<file path="src/rtl/ble_pkg.sv">
package ble_pkg;

    localparam int B8_RUN = 8;
    localparam int HD_RUN = 4;
    localparam int PH_W   = $clog2(B8_RUN);

    typedef enum logic [1:0] {
        SYM_ZERO = 2'd0,
        SYM_MARK = 2'd1,
        SYM_BIP  = 2'd2,
        SYM_VIOL = 2'd3
    } sym_e;

    typedef struct packed {
        logic p;
        logic n;
    } rail_t;

    // 8-zero replacement: positions 3 and 6 violate, 4 and 7 balance
    function automatic sym_e b8zs_sym(input logic [PH_W-1:0] ph);
        case (ph)
            PH_W'(3), PH_W'(6): return SYM_VIOL;
            PH_W'(4), PH_W'(7): return SYM_BIP;
            default:            return SYM_ZERO;
        endcase
    endfunction

    // 4-zero replacement: optional leading balance pulse, violation last
    function automatic sym_e hdb3_sym(input logic [PH_W-1:0] ph, input logic lead_b);
        if (ph == PH_W'(0) && lead_b) return SYM_BIP;
        if (ph == PH_W'(HD_RUN-1))    return SYM_VIOL;
        return SYM_ZERO;
    endfunction

endpackage

</file>
<file path="src/rtl/ble_delay_line.sv">
module ble_delay_line #(
    parameter int DEPTH = 8
) (
    input  logic             clk,
    input  logic             rst,
    input  logic             ce,
    input  logic             din,
    input  logic             los,
    input  logic             ais_en,
    output logic [DEPTH-1:0] data_o,
    output logic [DEPTH-1:0] valid_o
);
    logic in_bit;

    always_comb in_bit = (los && ais_en) ? 1'b1 : din;

    always_ff @(posedge clk) begin
        if (rst) begin
            data_o  <= '0;
            valid_o <= '0;
        end else if (ce) begin
            data_o  <= {data_o[DEPTH-2:0], in_bit};
            valid_o <= {valid_o[DEPTH-2:0], 1'b1};
        end
    end

    // forced ones enter the line while alarm insertion is active
    p_ais_forces_one_r7: assert property (@(posedge clk) disable iff (rst)
        (ce && los && ais_en) |=> data_o[0]);

endmodule

</file>
<file path="src/rtl/ble_sub_seq.sv">
module ble_sub_seq
    import ble_pkg::*;
#(
    parameter int DEPTH = 8
) (
    input  logic             clk,
    input  logic             rst,
    input  logic             ce,
    input  logic             e1_mode,
    input  logic             sub_en,
    input  logic [DEPTH-1:0] data_i,
    input  logic [DEPTH-1:0] valid_i,
    input  logic             odd_marks,
    output sym_e             sym_o
);
    localparam int TOP = DEPTH - 1;

    logic            active, run_e1, use_b;
    logic [PH_W-1:0] phase;
    logic            b8_zero, hd_zero, start;
    logic            cur_e1, cur_b;
    logic [PH_W-1:0] cur_phase, last_ph;

    always_comb begin
        b8_zero   = ~|data_i[TOP -: B8_RUN] && &valid_i[TOP -: B8_RUN];
        hd_zero   = ~|data_i[TOP -: HD_RUN] && &valid_i[TOP -: HD_RUN];
        start     = sub_en && !active && (e1_mode ? hd_zero : b8_zero);
        cur_phase = active ? phase  : '0;
        cur_e1    = active ? run_e1 : e1_mode;
        cur_b     = active ? use_b  : !odd_marks;
        last_ph   = cur_e1 ? PH_W'(HD_RUN-1) : PH_W'(B8_RUN-1);
        if (active || start)
            sym_o = cur_e1 ? hdb3_sym(cur_phase, cur_b) : b8zs_sym(cur_phase);
        else if (data_i[TOP] && valid_i[TOP])
            sym_o = SYM_MARK;
        else
            sym_o = SYM_ZERO;
    end

    always_ff @(posedge clk) begin
        if (rst) begin
            active <= 1'b0;
            phase  <= '0;
            run_e1 <= 1'b0;
            use_b  <= 1'b0;
        end else if (ce && (active || start)) begin
            if (start) begin
                run_e1 <= e1_mode;
                use_b  <= !odd_marks;
            end
            if (cur_phase == last_ph) begin
                active <= 1'b0;
                phase  <= '0;
            end else begin
                active <= 1'b1;
                phase  <= PH_W'(cur_phase + 1'b1);
            end
        end
    end

    // an eight-bit replacement ends after its last position
    p_run_closes_r4: assert property (@(posedge clk) disable iff (rst)
        (ce && active && !run_e1 && phase == PH_W'(B8_RUN-1)) |=> !active);

    // a four-bit replacement never reaches past position three
    p_short_run_r5: assert property (@(posedge clk) disable iff (rst)
        (active && run_e1) |-> (phase < PH_W'(HD_RUN)));

endmodule

</file>
<file path="src/rtl/ble_rail_drv.sv">
module ble_rail_drv
    import ble_pkg::*;
(
    input  logic clk,
    input  logic rst,
    input  logic ce,
    input  logic bpv_req,
    input  sym_e sym_i,
    output logic pos_o,
    output logic neg_o,
    output logic odd_marks_o
);
    rail_t rails;
    logic  last_pos, bpv_q, pend;
    logic  rise, pulse, pol, flip;

    always_comb begin
        rise  = bpv_req && !bpv_q;
        pulse = 1'b0;
        pol   = 1'b0;
        flip  = 1'b0;
        unique case (sym_i)
            SYM_MARK: begin
                pulse = 1'b1;
                pol   = pend ? last_pos : !last_pos;
                flip  = !pend;
            end
            SYM_BIP: begin
                pulse = 1'b1;
                pol   = !last_pos;
                flip  = 1'b1;
            end
            SYM_VIOL: begin
                pulse = 1'b1;
                pol   = last_pos;
            end
            default: ;
        endcase
    end

    always_ff @(posedge clk) begin
        if (rst) begin
            rails       <= '0;
            last_pos    <= 1'b0;
            odd_marks_o <= 1'b0;
            bpv_q       <= 1'b0;
            pend        <= 1'b0;
        end else begin
            bpv_q <= bpv_req;
            pend  <= (pend && !(ce && sym_i == SYM_MARK)) || rise;
            if (ce) begin
                rails <= pulse ? rail_t'{p: pol, n: !pol} : rail_t'('0);
                if (flip) last_pos <= !last_pos;
                if (sym_i == SYM_VIOL)
                    odd_marks_o <= 1'b0;
                else if (sym_i == SYM_MARK || sym_i == SYM_BIP)
                    odd_marks_o <= !odd_marks_o;
            end
        end
    end

    assign pos_o = rails.p;
    assign neg_o = rails.n;

    // one rail at a time
    p_rails_exclusive_r2: assert property (@(posedge clk) disable iff (rst)
        !(pos_o && neg_o));

    // rails move only on a bit strobe
    p_hold_between_r6: assert property (@(posedge clk) disable iff (rst)
        !ce |=> ($stable(pos_o) && $stable(neg_o)));

    // an ordinary mark takes the opposite polarity
    p_mark_alternates_r3: assert property (@(posedge clk) disable iff (rst)
        (ce && sym_i == SYM_MARK && !pend) |=> (pos_o == !$past(last_pos)) && (pos_o || neg_o));

    // a pending violation is consumed by the next mark
    p_inject_clears_r8: assert property (@(posedge clk) disable iff (rst)
        (ce && sym_i == SYM_MARK && pend && !rise) |=> !pend);

endmodule

</file>
<file path="src/rtl/bipolar_line_encoder.sv">
module bipolar_line_encoder
    import ble_pkg::*;
#(
    parameter int PIPE_DEPTH = B8_RUN   // must be at least B8_RUN
) (
    input  logic clk,
    input  logic rst,
    input  logic bit_ce,
    input  logic tx_bit,
    input  logic e1_sel,
    input  logic subst_en,
    input  logic bpv_force,
    input  logic rx_los,
    input  logic auto_ais_en,
    output logic line_pos,
    output logic line_neg
);
    logic [PIPE_DEPTH-1:0] pipe_data, pipe_valid;
    logic                  odd_marks;
    sym_e                  sym;

    ble_delay_line #(.DEPTH(PIPE_DEPTH)) u_line (
        .clk     (clk),
        .rst     (rst),
        .ce      (bit_ce),
        .din     (tx_bit),
        .los     (rx_los),
        .ais_en  (auto_ais_en),
        .data_o  (pipe_data),
        .valid_o (pipe_valid)
    );

    ble_sub_seq #(.DEPTH(PIPE_DEPTH)) u_seq (
        .clk       (clk),
        .rst       (rst),
        .ce        (bit_ce),
        .e1_mode   (e1_sel),
        .sub_en    (subst_en),
        .data_i    (pipe_data),
        .valid_i   (pipe_valid),
        .odd_marks (odd_marks),
        .sym_o     (sym)
    );

    ble_rail_drv u_drv (
        .clk         (clk),
        .rst         (rst),
        .ce          (bit_ce),
        .bpv_req     (bpv_force),
        .sym_i       (sym),
        .pos_o       (line_pos),
        .neg_o       (line_neg),
        .odd_marks_o (odd_marks)
    );

endmodule

</file>
<file path="config.mk">
export PLATFORM = sky130hd
export DESIGN_NAME = bipolar_line_encoder
export DESIGN_NICKNAME = d
export VERILOG_FILES = /design/src/rtl/ble_pkg.sv /design/src/rtl/ble_delay_line.sv /design/src/rtl/ble_sub_seq.sv /design/src/rtl/ble_rail_drv.sv /design/src/rtl/bipolar_line_encoder.sv
export SDC_FILE = /design/constraint.sdc
export NUM_CORES = 1
export LEC_CHECK = 0
export BUFFER_PORTS_ARGS = -buffer_cell sky130_fd_sc_hd__buf_4
export CAP_MARGIN = 20
export CORE_MARGIN = 3
export CORE_UTILIZATION = 40
export CTS_CLUSTER_SIZE = 10
export DETAILED_ROUTE_END_ITERATION = 8
export GPL_ROUTABILITY_DRIVEN = 0
export MAX_ROUTING_LAYER = met4
export PLACE_DENSITY = 0.67
export SKIP_LAST_GASP = 1
export SYNTH_ARGS = -nofsm -noshare
export SYNTH_HDL_FRONTEND = slang
export SYNTH_SLANG_ARGS = --single-unit
</file>
<file path="constraint.sdc">
create_clock -name clk -period 7.4 [get_ports clk]
set_input_delay 1.48 -clock clk [delete_from_list [all_inputs] [get_ports clk]]
set_output_delay 1.48 -clock clk [all_outputs]
set_load 0.05 [all_outputs]
</file>
# After elaboration in Yosys (flattened, before gate mapping)
# Index checks and enable logic that the tools add are counted.
dict set report op_classes {
  mux 28
  addsub 1
  reduce_logical 35
  eq_ne 8
}
# op n
set ops {}
lappend ops {{$mux W1} 15}
lappend ops {{$mux W2} 7}
lappend ops {{$logic_and A1 B1 Y1} 11}
lappend ops {{$eq A3 B3 Y1 const B} 3}
lappend ops {{$logic_not A1 Y1} 9}
lappend ops {{$mux W3} 3}
lappend ops {{$reduce_and A8 Y1} 1}
lappend ops {{$reduce_or A8 Y1} 1}
lappend ops {{$reduce_and A2 Y1} 3}
lappend ops {{$eq A2 B2 Y1 const B} 2}
lappend ops {{$pmux W2 S2} 1}
lappend ops {{$reduce_and A4 Y1} 1}
lappend ops {{$reduce_or A2 Y1} 2}
lappend ops {{$reduce_or A4 Y1} 1}
lappend ops {{$add A3 B1 Y3 const B} 1}
lappend ops {{$eq A3 B2 Y1 const B} 1}
lappend ops {{$eq A3 B3 Y1} 1}
lappend ops {{$logic_not A3 Y1} 1}
lappend ops {{$logic_or A1 B1 Y1} 3}
lappend ops {{$pmux W1 S3} 1}
lappend ops {{$reduce_or A3 Y1} 1}
lappend ops {{$eq A2 B1 Y1 const B} 1}
lappend ops {{$pmux W1 S2} 1}
lappend ops {{$reduce_bool A2 Y1} 1}
dict set report word_totals {
  inputBits 9
  register_bits 28
  out_inout_bits 2
  elab_cells 84
}

# Depth between registers and ports, before layout
dict set report logic_depth {
  word_depth 18
  depth_mapped 13
  ltp_nobuf 12
}

# Hierarchy
# A second synthesis with hierarchy kept.
dict set report unflattened {
  cells_unflattened 156
  area_unflattened_um2 1441.4
}
# mod cells_each area_per_inst_um2 n_inst seq_area_each_um2
set modules_own_cells {}
lappend modules_own_cells {ble_delay_line 53 579.3 1 320.3}
lappend modules_own_cells {ble_sub_seq 66 540.5 1 120.1}
lappend modules_own_cells {ble_rail_drv 37 321.6 1 120.1}

# Least setup slack after synthesis
# No wires, ideal clock.
dict set report synth_path {
  kind {input to register}
  startpoint {input subst_en}
  endpoint {register u_drv.rails, in the netlist u_drv.pos_o}
  stages 8
  setup_ps 71
  setup_slack_ps 4142
  t_arrival_ps 3188
  path_buffers 0
  required_time_ps 7329
  path_cell_list {and2_1 > a41oi_4 > mux2i_1 > ha_1 > nor2b_1 > nor3_1 > or4_1 > a21oi_1}
}
dict set report synth_between {
  elab_chain_cells 8
  elab_cells_between_ends 11
  classes_between {3 x eq/ne; 4 x mux; 4 x reduce/logical}
}
# element line_no
set synth_lines {}
lappend synth_lines {{start, declared} bipolar_line_encoder.sv:11} ;# input logic subst_en,
lappend synth_lines {{$logic_and A1 B1 Y1 (*) (2 in a row)} ble_sub_seq.sv:27} ;# start = sub_en && !active && (e1_mode ? hd_zero : b8_zero);
lappend synth_lines {{$logic_or A1 B1 Y1 (*)} ble_sub_seq.sv:32} ;# if (active || start)
lappend synth_lines {{$mux W2 (*)} ble_sub_seq.sv:32}
lappend synth_lines {{$eq A2 B2 Y1 / $eq A2 B1 Y1 (equally long branches)} ble_rail_drv.sv:22} ;# unique case (sym_i)
lappend synth_lines {{$reduce_or A3 Y1 (no source line)} -}
lappend synth_lines {{$mux W1} ble_rail_drv.sv:22}
lappend synth_lines {{$mux W2 (*)} ble_rail_drv.sv:52} ;# rails <= pulse ? rail_t'{p: pol, n: !pol} : rail_t'('0);
lappend synth_lines {{end signal, assigned} ble_rail_drv.sv:52}
lappend synth_lines {{end, declared} ble_rail_drv.sv:13} ;# rail_t rails;
# Every way passes the cells marked *; elsewhere a longest branch is shown, timed or not.
# A chain may end at the register's enable or synchronous reset.

# Worst setup path after layout
dict set report layout_path {
  startpoint {input e1_sel}
  endpoint {register u_drv.rails, in the netlist u_drv.pos_o}
}
dict set report layout_between {
  elab_chain_cells 8
  elab_cells_between_ends 13
  classes_between {3 x eq/ne; 7 x mux; 3 x reduce/logical}
}
# element line_no
set layout_lines {}
lappend layout_lines {{start, declared} bipolar_line_encoder.sv:10} ;# input logic e1_sel,
lappend layout_lines {{$mux W1} ble_sub_seq.sv:27}
lappend layout_lines {{$logic_and A1 B1 Y1} ble_sub_seq.sv:27}
lappend layout_lines {{$logic_or A1 B1 Y1} ble_sub_seq.sv:32}
lappend layout_lines {{$mux W2 (*)} ble_sub_seq.sv:32}
lappend layout_lines {{$eq A2 B2 Y1 / $eq A2 B1 Y1 (equally long branches)} ble_rail_drv.sv:22}
lappend layout_lines {{$reduce_or A3 Y1 (no source line)} -}
lappend layout_lines {{$mux W1} ble_rail_drv.sv:22}
lappend layout_lines {{$mux W2 (*)} ble_rail_drv.sv:52}
# Marks and branches as above.

==> metrics <==
run status completed; count of distinct cell types in the synthesized netlist 40; most common library cell in the layout ignoring fill and taps sky130_fd_sc_hd__dfxtp_1; number of clock buffers inserted by TritonCTS 3; final standard cell utilization of the core 0.482; effective utilization at floorplan 0.433; GRT Resource Usage Total 0.144; height of the die 67.5 um; final slew viol count 0; CTS clk-pin slew, worst paths 0.10 ns; crit-path max cell delay 0.48 ns; IO buf count 10; grt ovf 0; worst max-slew margin expressed relative to the limit 0.609; final total negative setup slack 0 ns; clk_skew 0.00666 ns; Post-Synthesis Cells 158; DRT Pass-1 Iters 4; deepest level of the CTS H-tree 1; time the final worst path needs with I/O delays and setup 3.27 ns; Post-Syn Area per Cell 9.57 um^2; antenna cell count 0; Syn-to-layout area delta 11.4%; sum of routed wire length over all layers 2840 um; final total power 295 uW; Max FO, Critical Path 6; leakage power summed over all cells 0.678 nW; cell count after placement 207; Hold Violations, Final 0; library cell used as clock root buffer sky130_fd_sc_hd__clkbuf_8; DRC violation count after routing 0; number of synthesis warnings 0; max-capacitance violation count 0; half-perimeter wire length of the detailed placement result 2050 um; area of the die 0.00456 mm^2; drt initial violations 55; PwrDens 175 mW/mm^2; count of cells resized by post-cts repair 0; first-pass GRT wire length 4980 um; TritonCTS clock tree yes; Slew @ Worst Pin 0.585 ns; Final Setup Violations 0; worst ir drop on vdd 0.0665 mV; highest clock rate 0.306 GHz; number of buffers added to fix hold violations after cts 0; vias per cell 5.51; Non-Filler Instances 211; flops & latches, synth 28; Post-CTS Setup Repair Bufs 0; layout cells sized above 1 0.139; CTS max path bufs 2; fraction of the yosys area taken by sequential cells 0.371; data arrival time of the worst path 3.49 ns; Post-Syn Nets 176; clk_lat worst skew 0.28 ns; fraction of the cycle the final worst path needs 0.441; horizontal die dimension 67.5 um; wire length per cell after detailed routing 13.5 um; WP data required 7.62 ns; number of global-route vias before repair 1162; worst setup path category input pin to flop; kind of start point of the critical path input pin; Critical Path End Type flop; Buf+Inv Stages, Crit Path 1; post-synthesis instance area 0.00151 mm^2; antenna violation net count after detailed routing 0; commonest cells after routing, fill and taps aside 28 x sky130_fd_sc_hd__dfxtp_1, 24 x sky130_fd_sc_hd__nor2_1, 16 x sky130_fd_sc_hd__mux2i_1; Critical Path, Cell by Cell buf_4, a41o_2, a41oi_4, mux2i_1, ha_1, nor2b_1, nor3_1, or4_1, a21oi_1; final hold slack 0.475 ns; cell class contributing the biggest share of worst-path delay simple AND/OR/NAND/NOR gates; nets@finish 184; floorplan core area 0.00349 mm^2; via count 1163; number of core rows 21; setup repair after global routing missed its margin no; sink count of the clock tree 28; largest net degree at the start of global routing 30; antenna violations before repair 0; class of the worst hold path flop to flop; number of top-level design ports 11; Slowest-stage cell, CP sky130_fd_sc_hd__or4_1
## final cells by class
class / count / area, um^2
fill: 318 / 1810
multi-input combinational: 119 / 906
sequential: 28 / 561
timing repair buffer: 10 / 75.1
tap: 46 / 57.6
clock buffer: 3 / 41.3
clock inverter: 1 / 30.0
inverter: 4 / 15.0
## cells in the mapped netlist, drive strengths merged
| library cell | instances | share of area |
|---|---|---|
| dfxtp | 28 | 0.37 |
| nor2 | 24 | 0.060 |
| mux2i | 16 | 0.11 |
| ha | 9 | 0.074 |
| a21oi | 8 | 0.026 |
| nand2 | 8 | 0.020 |
| nor2b | 8 | 0.033 |
| o21ai | 7 | 0.023 |
| buf | 4 | 0.013 |
| inv | 4 | 0.0099 |
| and2 | 3 | 0.012 |
| clkbuf | 3 | 0.0074 |
| mux2 | 3 | 0.022 |
| nand2b | 3 | 0.012 |
| a2111o | 2 | 0.015 |
| a211oi | 2 | 0.0099 |
| a41oi | 2 | 0.029 |
| nor4b | 2 | 0.031 |
| o21a | 2 | 0.0099 |
| or4 | 2 | 0.0099 |
| xor2 | 2 | 0.012 |
| a2111oi | 1 | 0.0099 |
| a221oi | 1 | 0.0058 |
| a22oi | 1 | 0.0050 |
| a32oi | 1 | 0.0058 |
| a41o | 1 | 0.0074 |
| and4 | 1 | 0.0058 |
| and4bb | 1 | 0.0083 |
| nand3 | 1 | 0.0033 |
| nand3b | 1 | 0.0050 |
| nand4 | 1 | 0.0083 |
| nor3 | 1 | 0.0033 |
| o22a | 1 | 0.0058 |
| o22ai | 1 | 0.0041 |
| o32a | 1 | 0.0066 |
| or2 | 1 | 0.0041 |
| or3 | 1 | 0.0041 |
## stage by stage
stage	setup slack [ns]	instance area, um^2
global route	3.96	1690
finish	4.13	1690
CTS	4.13	1690
detailed placement	3.83	1610
floorplan	4.14	1510
global placement	3.87	1610
## worst paths after layout
| check | start | to | slack (ns) | cells after the start |
|---|---|---|---|---|
| worst max-delay path | e1_sel | u_drv.pos_o | 4.13 | 9 |
| worst min-delay path | u_drv.pos_o | u_drv.pos_o | 0.48 | 2 |
| worst max register to register | u_seq.active | u_drv.pos_o | 4.36 | 12 |
| worst min register to register | u_drv.pos_o | u_drv.pos_o | 0.48 | 2 |
## sequential cells by signal, summed over array words and instances, names as in the netlist
signal / flops
u_seq.phase: 3
u_drv.odd_marks_o: 1
u_seq.use_b: 1
u_drv.last_pos: 1
u_seq.run_e1: 1
u_drv.pos_o: 1
u_seq.active: 1
u_drv.bpv_q: 1
u_drv.neg_o: 1
u_line.valid_o: 8
u_line.data_o: 8
u_drv.pend: 1
## worst reg2reg max path: stages, from the launching register on
cell and delay, ns:
sky130_fd_sc_hd__dfxtp_1 0.71, sky130_fd_sc_hd__nand2_1 0.20, sky130_fd_sc_hd__inv_1 0.10, sky130_fd_sc_hd__ha_1 0.24, sky130_fd_sc_hd__ha_1 0.20, sky130_fd_sc_hd__inv_1 0.05, sky130_fd_sc_hd__o21a_1 0.18, sky130_fd_sc_hd__mux2i_1 0.19
sky130_fd_sc_hd__ha_1 0.23, sky130_fd_sc_hd__nor2b_1 0.17, sky130_fd_sc_hd__nor3_1 0.07, sky130_fd_sc_hd__or4_1 0.48, sky130_fd_sc_hd__a21oi_1 0.14
## cells by family (layout without fill, tap and decap cells)
| family | Yosys count | count (layout) | synth area share |
|---|---|---|---|
| adders and majority gates | 9 | 9 | 0.0744 |
| muxes | 19 | 19 | 0.128 |
| buffers and inverters | 11 | 18 | 0.0306 |
| xor gates and xnor gates | 2 | 2 | 0.0116 |
| and+or+nand+nor | 58 | 58 | 0.221 |
| DFF | 28 | 28 | 0.371 |
| AOI/OAI and AO/OA | 31 | 31 | 0.164 |
## metal layers
| layer | wire (um) | vias to the layer above | GRT usage | share of wire |
|---|---|---|---|---|
| li1 | - | 578 | - | - |
| met1 | 1350 | 564 | 0.177 | 0.48 |
| met2 | 1380 | 15 | 0.237 | 0.49 |
| met3 | 60 | 6 | 0.0183 | 0.021 |
| met4 | 46 | 0 | 0.0582 | 0.016 |
| met5 | 0 | - | - | 0 |
## report_power, final
part           internal (mW)  switching (mW)  total (mW)
logic                0.00776         0.00996      0.0177
registers              0.153         0.00234       0.155
clock network         0.0725          0.0491       0.122
Note: power is estimated with default switching activity, not from simulation.
